## config.mk

```make
export PLATFORM = sky130hd
export DESIGN_NAME = outbank_postdiv
export DESIGN_NICKNAME = d
export VERILOG_FILES = /design/src/rtl/outbank_pkg.sv /design/src/rtl/outbank_sync_ctrl.sv /design/src/rtl/outbank_divider.sv /design/src/rtl/outbank_postdiv.sv
export SDC_FILE = /design/constraint.sdc
export NUM_CORES = 1
export LEC_CHECK = 0
export BUFFER_PORTS_ARGS = -buffer_cell sky130_fd_sc_hd__buf_4
export CAP_MARGIN = 30
export CORE_MARGIN = 2
export CORE_UTILIZATION = 50
export DETAILED_ROUTE_END_ITERATION = 6
export PLACE_DENSITY = 0.79
export SLEW_MARGIN = 20
export SYNTH_ARGS = -nofsm -noshare
export SYNTH_HDL_FRONTEND = slang
export SYNTH_HIERARCHICAL = 1
export SYNTH_SLANG_ARGS = --single-unit
```

## constraint.sdc

```tcl
create_clock -name clk -period 1.85 [get_ports clk]
set_input_delay 0.0925 -clock clk [delete_from_list [all_inputs] [get_ports clk]]
set_output_delay 0.0925 -clock clk [all_outputs]
set_load 0.01 [all_outputs]
```

## src/rtl/outbank_pkg.sv

```systemverilog
`timescale 1ns/1ps
// Shared constants, state type and ratio decode for the output-bank post-divider.
// Assumes ratios are expressed in block-clock cycles per output half period.
package outbank_pkg;
    localparam int MAX_RATIO  = 16;
    localparam int CNT_W      = $clog2(MAX_RATIO);
    localparam int PLL_LO_DIV = 2;
    localparam int PLL_HI_DIV = 8;
    localparam int BYP_LO_DIV = 4;
    localparam int BYP_HI_DIV = MAX_RATIO;

    typedef enum logic [1:0] {ST_RUN, ST_ARM, ST_HOLD} sync_state_t;

    // True when the bank setting selects the disabled state.
    function automatic logic bank_off(input logic sel, input logic en);
        return !sel && !en;
    endfunction

    // Reload value (ratio minus one) for a bank setting in the given mode.
    function automatic logic [CNT_W-1:0] reload_of(input logic pll, input logic sel, input logic en);
        logic [CNT_W-1:0] r;
        case ({sel, en})
            2'b01:   r = pll ? CNT_W'(PLL_LO_DIV - 1) : CNT_W'(BYP_LO_DIV - 1);
            2'b10:   r = pll ? CNT_W'(PLL_HI_DIV - 1) : CNT_W'(BYP_HI_DIV - 1);
            default: r = '0;
        endcase
        return r;
    endfunction
endpackage

```

## src/rtl/outbank_sync_ctrl.sv

```systemverilog
`timescale 1ns/1ps
// Restart controller shared by all banks. Synchronizes the active-low request,
// qualifies its length, arms per-bank gating, waits for every bank to stop and
// issues a single release cycle when the request ends.
// Assumes SYNC_STAGES >= 2 and MIN_SYNC_CYCLES >= 1.
module outbank_sync_ctrl
    import outbank_pkg::*;
#(
    parameter int SYNC_STAGES     = 2,
    parameter int MIN_SYNC_CYCLES = 4
) (
    input  logic clk,
    input  logic rst_n,
    input  logic sync_n,
    input  logic all_gated,
    output logic arm,
    output logic rel,
    output logic busy
);
    localparam int LC_W = $clog2(MIN_SYNC_CYCLES) + 1;
    localparam logic [LC_W-1:0] LC_MAX = LC_W'(MIN_SYNC_CYCLES - 1);

    logic [SYNC_STAGES-1:0] pipe_q;
    logic                   sync_s;
    logic [LC_W-1:0]        low_cnt;
    sync_state_t            state_q, state_d;

    // Bring the asynchronous request into the block clock domain.
    always_ff @(posedge clk) begin
        if (!rst_n) pipe_q <= '1;
        else        pipe_q <= {pipe_q[SYNC_STAGES-2:0], sync_n};
    end
    assign sync_s = pipe_q[SYNC_STAGES-1];

    // Count consecutive low samples, saturating at the qualifying length.
    always_ff @(posedge clk) begin
        if (!rst_n || sync_s)      low_cnt <= '0;
        else if (low_cnt != LC_MAX) low_cnt <= low_cnt + 1'b1;
    end

    // Next-state decode of the restart sequence.
    always_comb begin
        state_d = state_q;
        case (state_q)
            ST_RUN:  if (!sync_s && low_cnt == LC_MAX) state_d = ST_ARM;
            ST_ARM:  if (all_gated)                    state_d = ST_HOLD;
            ST_HOLD: if (sync_s)                       state_d = ST_RUN;
            default:                                   state_d = ST_RUN;
        endcase
    end

    // State register.
    always_ff @(posedge clk) begin
        if (!rst_n) state_q <= ST_RUN;
        else        state_q <= state_d;
    end

    assign arm  = (state_q == ST_ARM);
    assign rel  = (state_q == ST_HOLD) && sync_s;
    assign busy = (state_q != ST_RUN);

    // arming only follows a request held low for the qualifying length.
    p_arm_qualified_r6: assert property (@(posedge clk) disable iff (!rst_n)
        (state_q == ST_ARM && $past(state_q) == ST_RUN) |-> ($past(!sync_s) && $past(low_cnt) == LC_MAX));

    // hold is entered only once every bank has stopped.
    p_hold_all_gated_r7: assert property (@(posedge clk) disable iff (!rst_n)
        (state_q == ST_HOLD && $past(state_q) == ST_ARM) |-> $past(all_gated));

    // a release cycle always returns the sequence to running.
    p_release_to_run_r8: assert property (@(posedge clk) disable iff (!rst_n)
        rel |=> (state_q == ST_RUN));
endmodule

```

## src/rtl/outbank_divider.sv

```systemverilog
`timescale 1ns/1ps
// One bank's post-divider. A down-counter reloads with ratio-1 and toggles the
// output level at zero. When armed, the bank stops at its next low cycle and holds
// its counter and level at zero until released. The disabled level follows the mode.
// Assumes arm and rel come from the shared restart controller.
module outbank_divider
    import outbank_pkg::*;
(
    input  logic clk,
    input  logic rst_n,
    input  logic pll_mode,
    input  logic sel,
    input  logic en,
    input  logic arm,
    input  logic rel,
    output logic lvl,
    output logic gated
);
    logic [CNT_W-1:0] cnt_q;
    logic             tog_q;
    logic             gated_q;

    // Divider counter, output toggle and per-bank gate.
    always_ff @(posedge clk) begin
        if (!rst_n) begin
            cnt_q   <= '0;
            tog_q   <= 1'b0;
            gated_q <= 1'b0;
        end else if (rel) begin
            cnt_q   <= '0;
            tog_q   <= 1'b0;
            gated_q <= 1'b0;
        end else if (gated_q) begin
            cnt_q   <= '0;
            tog_q   <= 1'b0;
        end else if (arm && !tog_q) begin
            cnt_q   <= '0;
            gated_q <= 1'b1;
        end else if (cnt_q == '0) begin
            cnt_q   <= reload_of(pll_mode, sel, en);
            tog_q   <= ~tog_q;
        end else begin
            cnt_q   <= cnt_q - 1'b1;
        end
    end

    // Drive the disabled level or the divided level.
    always_comb begin
        if (bank_off(sel, en)) lvl = !pll_mode;
        else                   lvl = tog_q;
    end
    assign gated = gated_q;

    // a bank stops only while its divided level is low.
    p_gate_at_low_r7: assert property (@(posedge clk) disable iff (!rst_n)
        $rose(gated_q) |-> !$past(tog_q));

    // a stopped bank keeps counter and level at zero.
    p_hold_zero_r7: assert property (@(posedge clk) disable iff (!rst_n)
        gated_q |=> (cnt_q == '0 && !tog_q));

    // the level only changes when the counter has run down to zero.
    p_toggle_at_zero_r1: assert property (@(posedge clk) disable iff (!rst_n)
        (!gated_q && !rel && cnt_q != '0) |=> $stable(tog_q));
endmodule

```

## src/rtl/outbank_postdiv.sv

```systemverilog
`timescale 1ns/1ps
// Top of the output-bank post-divider: one divider per bank, a shared restart
// controller, fan-out of the last bank to several pairs, complements, and the
// phase-alignment status. Assumes NUM_BANKS >= 2 and WIDE_PAIRS >= 1.
module outbank_postdiv
    import outbank_pkg::*;
#(
    parameter int NUM_BANKS       = 5,
    parameter int WIDE_PAIRS      = 3,
    parameter int SYNC_STAGES     = 2,
    parameter int MIN_SYNC_CYCLES = 4
) (
    input  logic                  clk,
    input  logic                  rst_n,
    input  logic                  pll_mode,
    input  logic [NUM_BANKS-1:0]  bank_sel,
    input  logic [NUM_BANKS-1:0]  bank_en,
    input  logic                  sync_n,
    output logic [NUM_BANKS-2:0]  narrow_out,
    output logic [NUM_BANKS-2:0]  narrow_out_n,
    output logic [WIDE_PAIRS-1:0] wide_out,
    output logic [WIDE_PAIRS-1:0] wide_out_n,
    output logic                  aligned
);
    localparam int CFG_W = 2 * NUM_BANKS + 1;

    logic [NUM_BANKS-1:0] lvl_vec;
    logic [NUM_BANKS-1:0] gated_vec;
    logic                 arm, rel, busy;
    logic [CFG_W-1:0]     cfg, prev_cfg;
    logic                 cfg_chg;

    outbank_sync_ctrl #(
        .SYNC_STAGES     (SYNC_STAGES),
        .MIN_SYNC_CYCLES (MIN_SYNC_CYCLES)
    ) sync_ctrl_i (
        .clk       (clk),
        .rst_n     (rst_n),
        .sync_n    (sync_n),
        .all_gated (&gated_vec),
        .arm       (arm),
        .rel       (rel),
        .busy      (busy)
    );

    for (genvar b = 0; b < NUM_BANKS; b++) begin : g_bank
        outbank_divider div_i (
            .clk      (clk),
            .rst_n    (rst_n),
            .pll_mode (pll_mode),
            .sel      (bank_sel[b]),
            .en       (bank_en[b]),
            .arm      (arm),
            .rel      (rel),
            .lvl      (lvl_vec[b]),
            .gated    (gated_vec[b])
        );
    end

    assign narrow_out   = lvl_vec[NUM_BANKS-2:0];
    assign narrow_out_n = ~lvl_vec[NUM_BANKS-2:0];

    for (genvar p = 0; p < WIDE_PAIRS; p++) begin : g_wide
        assign wide_out[p]   = lvl_vec[NUM_BANKS-1];
        assign wide_out_n[p] = ~lvl_vec[NUM_BANKS-1];
    end

    assign cfg     = {pll_mode, bank_sel, bank_en};
    assign cfg_chg = (cfg != prev_cfg);

    // Remember the last setting to detect reprogramming.
    always_ff @(posedge clk) begin
        if (!rst_n) prev_cfg <= cfg;
        else        prev_cfg <= cfg;
    end

    // Alignment status: set on release, cleared by reprogramming or restart.
    always_ff @(posedge clk) begin
        if (!rst_n)                aligned <= 1'b1;
        else if (rel)              aligned <= 1'b1;
        else if (cfg_chg || busy)  aligned <= 1'b0;
    end

    // release always reports alignment on the next cycle.
    p_release_sets_aligned_r9: assert property (@(posedge clk) disable iff (!rst_n)
        rel |=> aligned);

    // reprogramming outside a release withdraws alignment.
    p_change_clears_aligned_r9: assert property (@(posedge clk) disable iff (!rst_n)
        (cfg_chg && !rel) |=> !aligned);

    // banks are released only after all of them have stopped.
    p_release_all_stopped_r8: assert property (@(posedge clk) disable iff (!rst_n)
        rel |-> (&gated_vec));
endmodule

```

### Yosys cells after proc, flatten, opt, wreduce, memory -nomap -nowiden

Index checks and enable logic that the tools add are counted.

| storage, ports and cells | value |
|---|---|
| register bits after elaboration | 49 |
| input port bits | 14 |
| output and inout port bits | 15 |
| logic and storage cells | 145 |

| cells by class | value |
|---|---|
| add/sub/neg operators | 6 |
| equal/unequal tests | 18 |
| multiplexer cells | 31 |
| bitwise gates (word level) | 13 |
| reductions and logical operators | 57 |

Operator list:

| kind | count |
|---|---|
| $pmux 4 s2 | 5 |
| $mux 4 | 6 |
| $logic_not 4->1 | 5 |
| $reduce_or 4->1 | 5 |
| $sub 4x1->4 const B | 5 |
| $logic_not 1->1 | 18 |
| $mux 1 | 15 |
| $reduce_or 3->1 | 5 |
| $eq 2x1->1 const B | 6 |
| $eq 2x2->1 const B | 6 |
| $logic_and 1x1->1 | 12 |
| $not 1->1 | 12 |
| $ne 11x11->1 | 1 |
| $reduce_and 2->1 | 5 |
| $mux 2 | 4 |
| $pmux 2 s3 | 1 |
| $reduce_and 5->1 | 1 |
| $ne 2x1->1 const B | 2 |
| $not 4->4 | 1 |
| $add 3x1->3 const B | 1 |
| $eq 3x2->1 const B | 1 |
| $ne 3x2->1 const B | 1 |
| $reduce_and 3->1 | 1 |
| $logic_not 2->1 | 1 |
| 4 further kinds | 5 |

### Depth between registers and ports, before layout

| logic depth | value |
|---|---|
| depth in word-level cells | 4 |
| gate-level depth with buffers | 6 |
| mapped depth without buffers | 5 |

### By module

The synthesis kept the hierarchy.

By module, submodules not included:

| module | instances | cells each | area each (um^2) | sequential area each (um^2) |
|---|---|---|---|---|
| outbank_divider | 5 | 40 | 367.9 | 120.1 |
| outbank_postdiv | 1 | 41 | 435.4 | 240.2 |
| outbank_sync_ctrl | 1 | 30 | 301.5 | 140.1 |

### Worst setup path after synthesis

Ideal clock, no wire load.

| path | value |
|---|---|
| path type | reg-to-reg |
| start point | register sync_ctrl_i.state_q[0] |
| end point | register g_bank[0].div_i.cnt_q[3] |
| library setup time | 0.103 ns |
| arrival | 1.304 ns |
| data required time | 1.747 ns |
| path slack | 0.443 ns |
| stages on the path, launching flop included | 5 |
| path buffers | 0 |
| period minus slack after synthesis | 1.407 ns |
| path through | dfxtp_1 nor2b_1 nor2b_1 or4b_4 a2111oi_2 |

| on the way | value |
|---|---|
| longest elaborated chain between the ends | 3 |
| elaborated cells on any way between the ends | 5 |
| those cells by class | 2 x eq/ne; 3 x reduce/logical |

Ends and longest elaborated chain:

| element | RTL line | source |
|---|---|---|
| start, declared | outbank_sync_ctrl.sv:26 | `sync_state_t state_q, state_d;` |
| start signal, assigned | outbank_sync_ctrl.sv:55 | `else state_q <= state_d;` |
| $eq 2x1->1 | outbank_sync_ctrl.sv:58 | `assign arm = (state_q == ST_ARM);` |
| named net arm | outbank_postdiv.sv:29 | `logic arm, rel, busy;` |
| $logic_and 1x1->1 | outbank_divider.sv:36 | `end else if (arm && !tog_q) begin` |
| $reduce_or 4->1 (no line) | -- |  |
| end signal, assigned | outbank_divider.sv:40 | `cnt_q <= reload_of(pll_mode, sel, en);` |
| end signal, assigned | outbank_divider.sv:43 | `cnt_q <= cnt_q - 1'b1;` |
| end, declared | outbank_divider.sv:19 | `logic [CNT_W-1:0] cnt_q;` |

The timed path passes the listed nets, and every way through them passes these cells.
A chain may end at the register's enable or synchronous reset.

### Worst setup path in the final report

| path | value |
|---|---|
| start point | input bank_en[4] |
| end point | output wide_out_n[1] |

| on the way | value |
|---|---|
| longest elaborated chain between the ends | 4 |

Ends and longest elaborated chain:

| element | RTL line | source |
|---|---|---|
| start, declared | outbank_postdiv.sv:17 | `input logic [NUM_BANKS-1:0] bank_en,` |
| $logic_not 1->1 | outbank_pkg.sv:16 | `return !sel && !en;` |
| $logic_and 1x1->1 | outbank_pkg.sv:16 |  |
| $mux 1 | outbank_divider.sv:49 | `if (bank_off(sel, en)) lvl = !pll_mode;` |
| $not 1->1 | outbank_postdiv.sv:65 | `assign wide_out_n[p] = ~lvl_vec[NUM_BANKS-1];` |
| end, declared | outbank_postdiv.sv:22 | `output logic [WIDE_PAIRS-1:0] wide_out_n,` |

No other way between the ends.

==> results_dict.tcl <==
set metrics [dict create \
    synth_cell_types 28 \
    die_h_microns 75.78 \
    ys_ff_latch 49 \
    syn_area_per_cell_sq_um 9.506 \
    worst_slew_pin_slew_ps 749.0 \
    rr_worst_depth 4 \
    power_frac_comb 0.444 \
    drive_gt1_frac 0.1755 \
    drt_pre_antenna_iters 4 \
    criticalPathCategory "primary input to output pin" \
    r2r_slack_ps 300 \
    async_reset_ff_frac 0 \
    fin_util 0.6099 \
    setup_viol 0 \
    placed_cell_area_sq_mm 0.002882 \
    hold_path_class "primary input to flop" \
    fin_crit_sh 0.9325 \
    yosysMostFrequentCell "dfxtp_1" \
    die_x_microns 75.78 \
    ant_nets 0 \
    fin_setup_tns_ps 0 \
    core_area_sq_mm 0.005042 \
    antenna_found_initial 0 \
    rr_endpoint "g_bank[0].div_i/cnt_q[3]" \
    multi_input_area_sq_mm 0.001430 \
    grt_pass1_wl_mm 7.886 \
    synth_cells 271 \
    grt_max_degree 18 \
    final_cells 389 \
    synth_commonest_cells "49 x dfxtp_1, 36 x inv_1, 27 x ha_1, 19 x nor2_1" \
    synth_nets 312 \
    p_leak_nw 1.384 \
    cts-root-buf "clkbuf_8" \
    power_mw 3.795 \
    crit_path_end_kind "output pin" \
    hold_end "prev_cfg[10]" \
    vias 1951 \
    numPortBuffers 28 \
    holdWs_ps 38.48 \
    viasPerCell 5.015 \
    ios 29 \
    pwr-share-clk 0.161 \
    worstPathRequired_ps 1760 \
    clk_latency_ps 310 \
    grt_overflow 0 \
    min_path_cells 1 \
    cts_tree "done" \
    p_per_area_mw_per_mm2 1234 \
    place.gp.congestion 0.7789 \
    rows 26 \
    fin_area_sq_mm 0.003075 \
    cts-resized-gates 0 \
    wl_mm 4.642 \
    ys_seq_area_frac 0.3808 \
    syn2layout_area_growth_pct 19.38 \
    ys_warn_count 6 \
    dp_slack_ps 301.7 \
    report.final.slew_viol_count 0 \
    arrival_ps 1630 \
    power_switching_share 0.3467 \
    start_util 0.5109 \
    seq_area_sq_um 980.9 \
    ir_drop_uv 780.9 \
    min_from "pll_mode" \
    fin_nets 359 \
    fmax_mhz 579.7 \
    slew_headroom 0.4988 \
    drt_iter0_drc 69 \
    synthTopCellsByArea "dfxtp_1 38%, ha_1 13%, inv_1 5.2%, xor2_1 4.1%, nor2b_1 3.9%" \
    clk_pin_slew_ps 90 \
    worstSetupStartpointType "primary input" \
    fillerInstances 439 \
    status "complete, no violations" \
    cap_viol_max_count 0 \
    netlist_area_sq_mm 0.002576 \
    synth_flop_cell "dfxtp_1" \
    place_inst 370 \
    antenna_cells 0 \
    synth.top_cell.area_share 0.3808 \
    die_area_sq_mm 0.005743 \
    fin_ws_ps 124.9 \
    post-dp-hpwl_mm 3.431 \
    critical_path.max_fanout 4 \
    intPower_mw 2.480 \
    synth-edff-count 0 \
    wire_per_inst_microns 11.93 \
    pwr-share-seq 0.396 \
    drc 0 \
    r2r_start "sync_ctrl_i/state_q[0]" \
    h-tree-depth 2 \
    power_switching_mw 1.316 \
    clock_sinks 49 \
    cts_buffers 5 \
    hold_viol 0 \
    first_global_vias 1879 \
    post-route-min-period_ps 1725 \
    grt_use_total 0.1801 \
    cts_buffer_depth 2 \
    rsz0062_at_grt "false" \
    synth_top_cell_by_area "dfxtp_1" \
    fin_skew_ps 12.83 \
]
cell usage in the layout, fill, tap and decap left out, drive strengths merged, types with 7 or more instances in the layout:
cell | netlist | layout
clkbuf | 0 | 7
dlygate4sd3 | 0 | 11
nand2b | 15 | 15
ha | 27 | 27
nor2b | 16 | 16
a21oi | 16 | 16
xor2 | 12 | 12
buf | 4 | 33
inv | 36 | 36
dfxtp | 49 | 49
nor4 | 8 | 8
nor2 | 19 | 19
worst max-delay path by stage:
| stage | from | to |
|---|---|---|
| after detailed placement | sync_ctrl_i/state_q[0] | g_bank[3].div_i/cnt_q[3] |
| after global placement | sync_ctrl_i/state_q[0] | g_bank[0].div_i/cnt_q[3] |
| after global routing | bank_en[4] | wide_out_n[1] |
| after CTS | bank_en[4] | wide_out_n[1] |
| after floorplan | sync_ctrl_i/state_q[0] | g_bank[0].div_i/cnt_q[3] |
| final | bank_en[4] | wide_out_n[1] |
routing by layer:
metal | GRT usage | part of all wire | up-vias
li1 | - | - | 1007
met1 | 0.2241 | 0.48 | 895
met2 | 0.3084 | 0.47 | 42
met5 | 0 | 0 | -
met4 | 0.06433 | 0.0086 | 0
met3 | 0.03571 | 0.043 | 7
final cells by class:
cell class	instances	area share
multi-input combinational	182	0.4650
sequential	49	0.3190
timing repair buffer	44	0.1164
inverter	36	0.04394
tap	70	0.02848
clock buffer	7	0.02482
clock inverter	1	0.002441
worst max-delay path, cell delays in order:
cell	delay, ps
dlygate4sd3_1	540
buf_4	150
inv_1	90
ha_1	170
nor2_1	40
a21oi_1	250
inv_1	130
buf_4	160
state kept, by name, indices dropped and copies added (netlist names):
name                 count
aligned                  1
prev_cfg                11
g_bank.div_i/gated       5
g_bank.div_i/tog_q       5
g_bank.div_i/cnt_q      20
sync_ctrl_i/low_cnt      3
sync_ctrl_i/state_q      2
sync_ctrl_i/pipe_q       2
logic make-up after synthesis:
family	share of synthesized area
fa+ha+maj	0.1311
compound gates	0.1389
mux	0.02331
simple gates	0.2040
buf+inv	0.06411
xor+xnor	0.05779
flops	0.3808
power groups by stage:
| stage | sequential, mW | clock, mW | combinational, mW |
|---|---|---|---|
| 6_report | 1.50 | 0.610 | 1.68 |
| 5_1_grt | 1.54 | 0.667 | 1.90 |
| 4_1_cts | 1.50 | 0.623 | 1.70 |
| 3_5_place_dp | 1.52 | 0 | 1.67 |
| 3_3_place_gp | 1.52 | 0 | 1.62 |
| 2_1_floorplan | 1.48 | 0 | 1.21 |
what timing repair did:
action	4_1_cts	5_1_grt
setup buffers	0	0
endpoints found under the hold margin	11	0
setup endpoints to repair	0	0
hold buffers	11	0
Note: power is estimated with default switching activity, not from simulation.
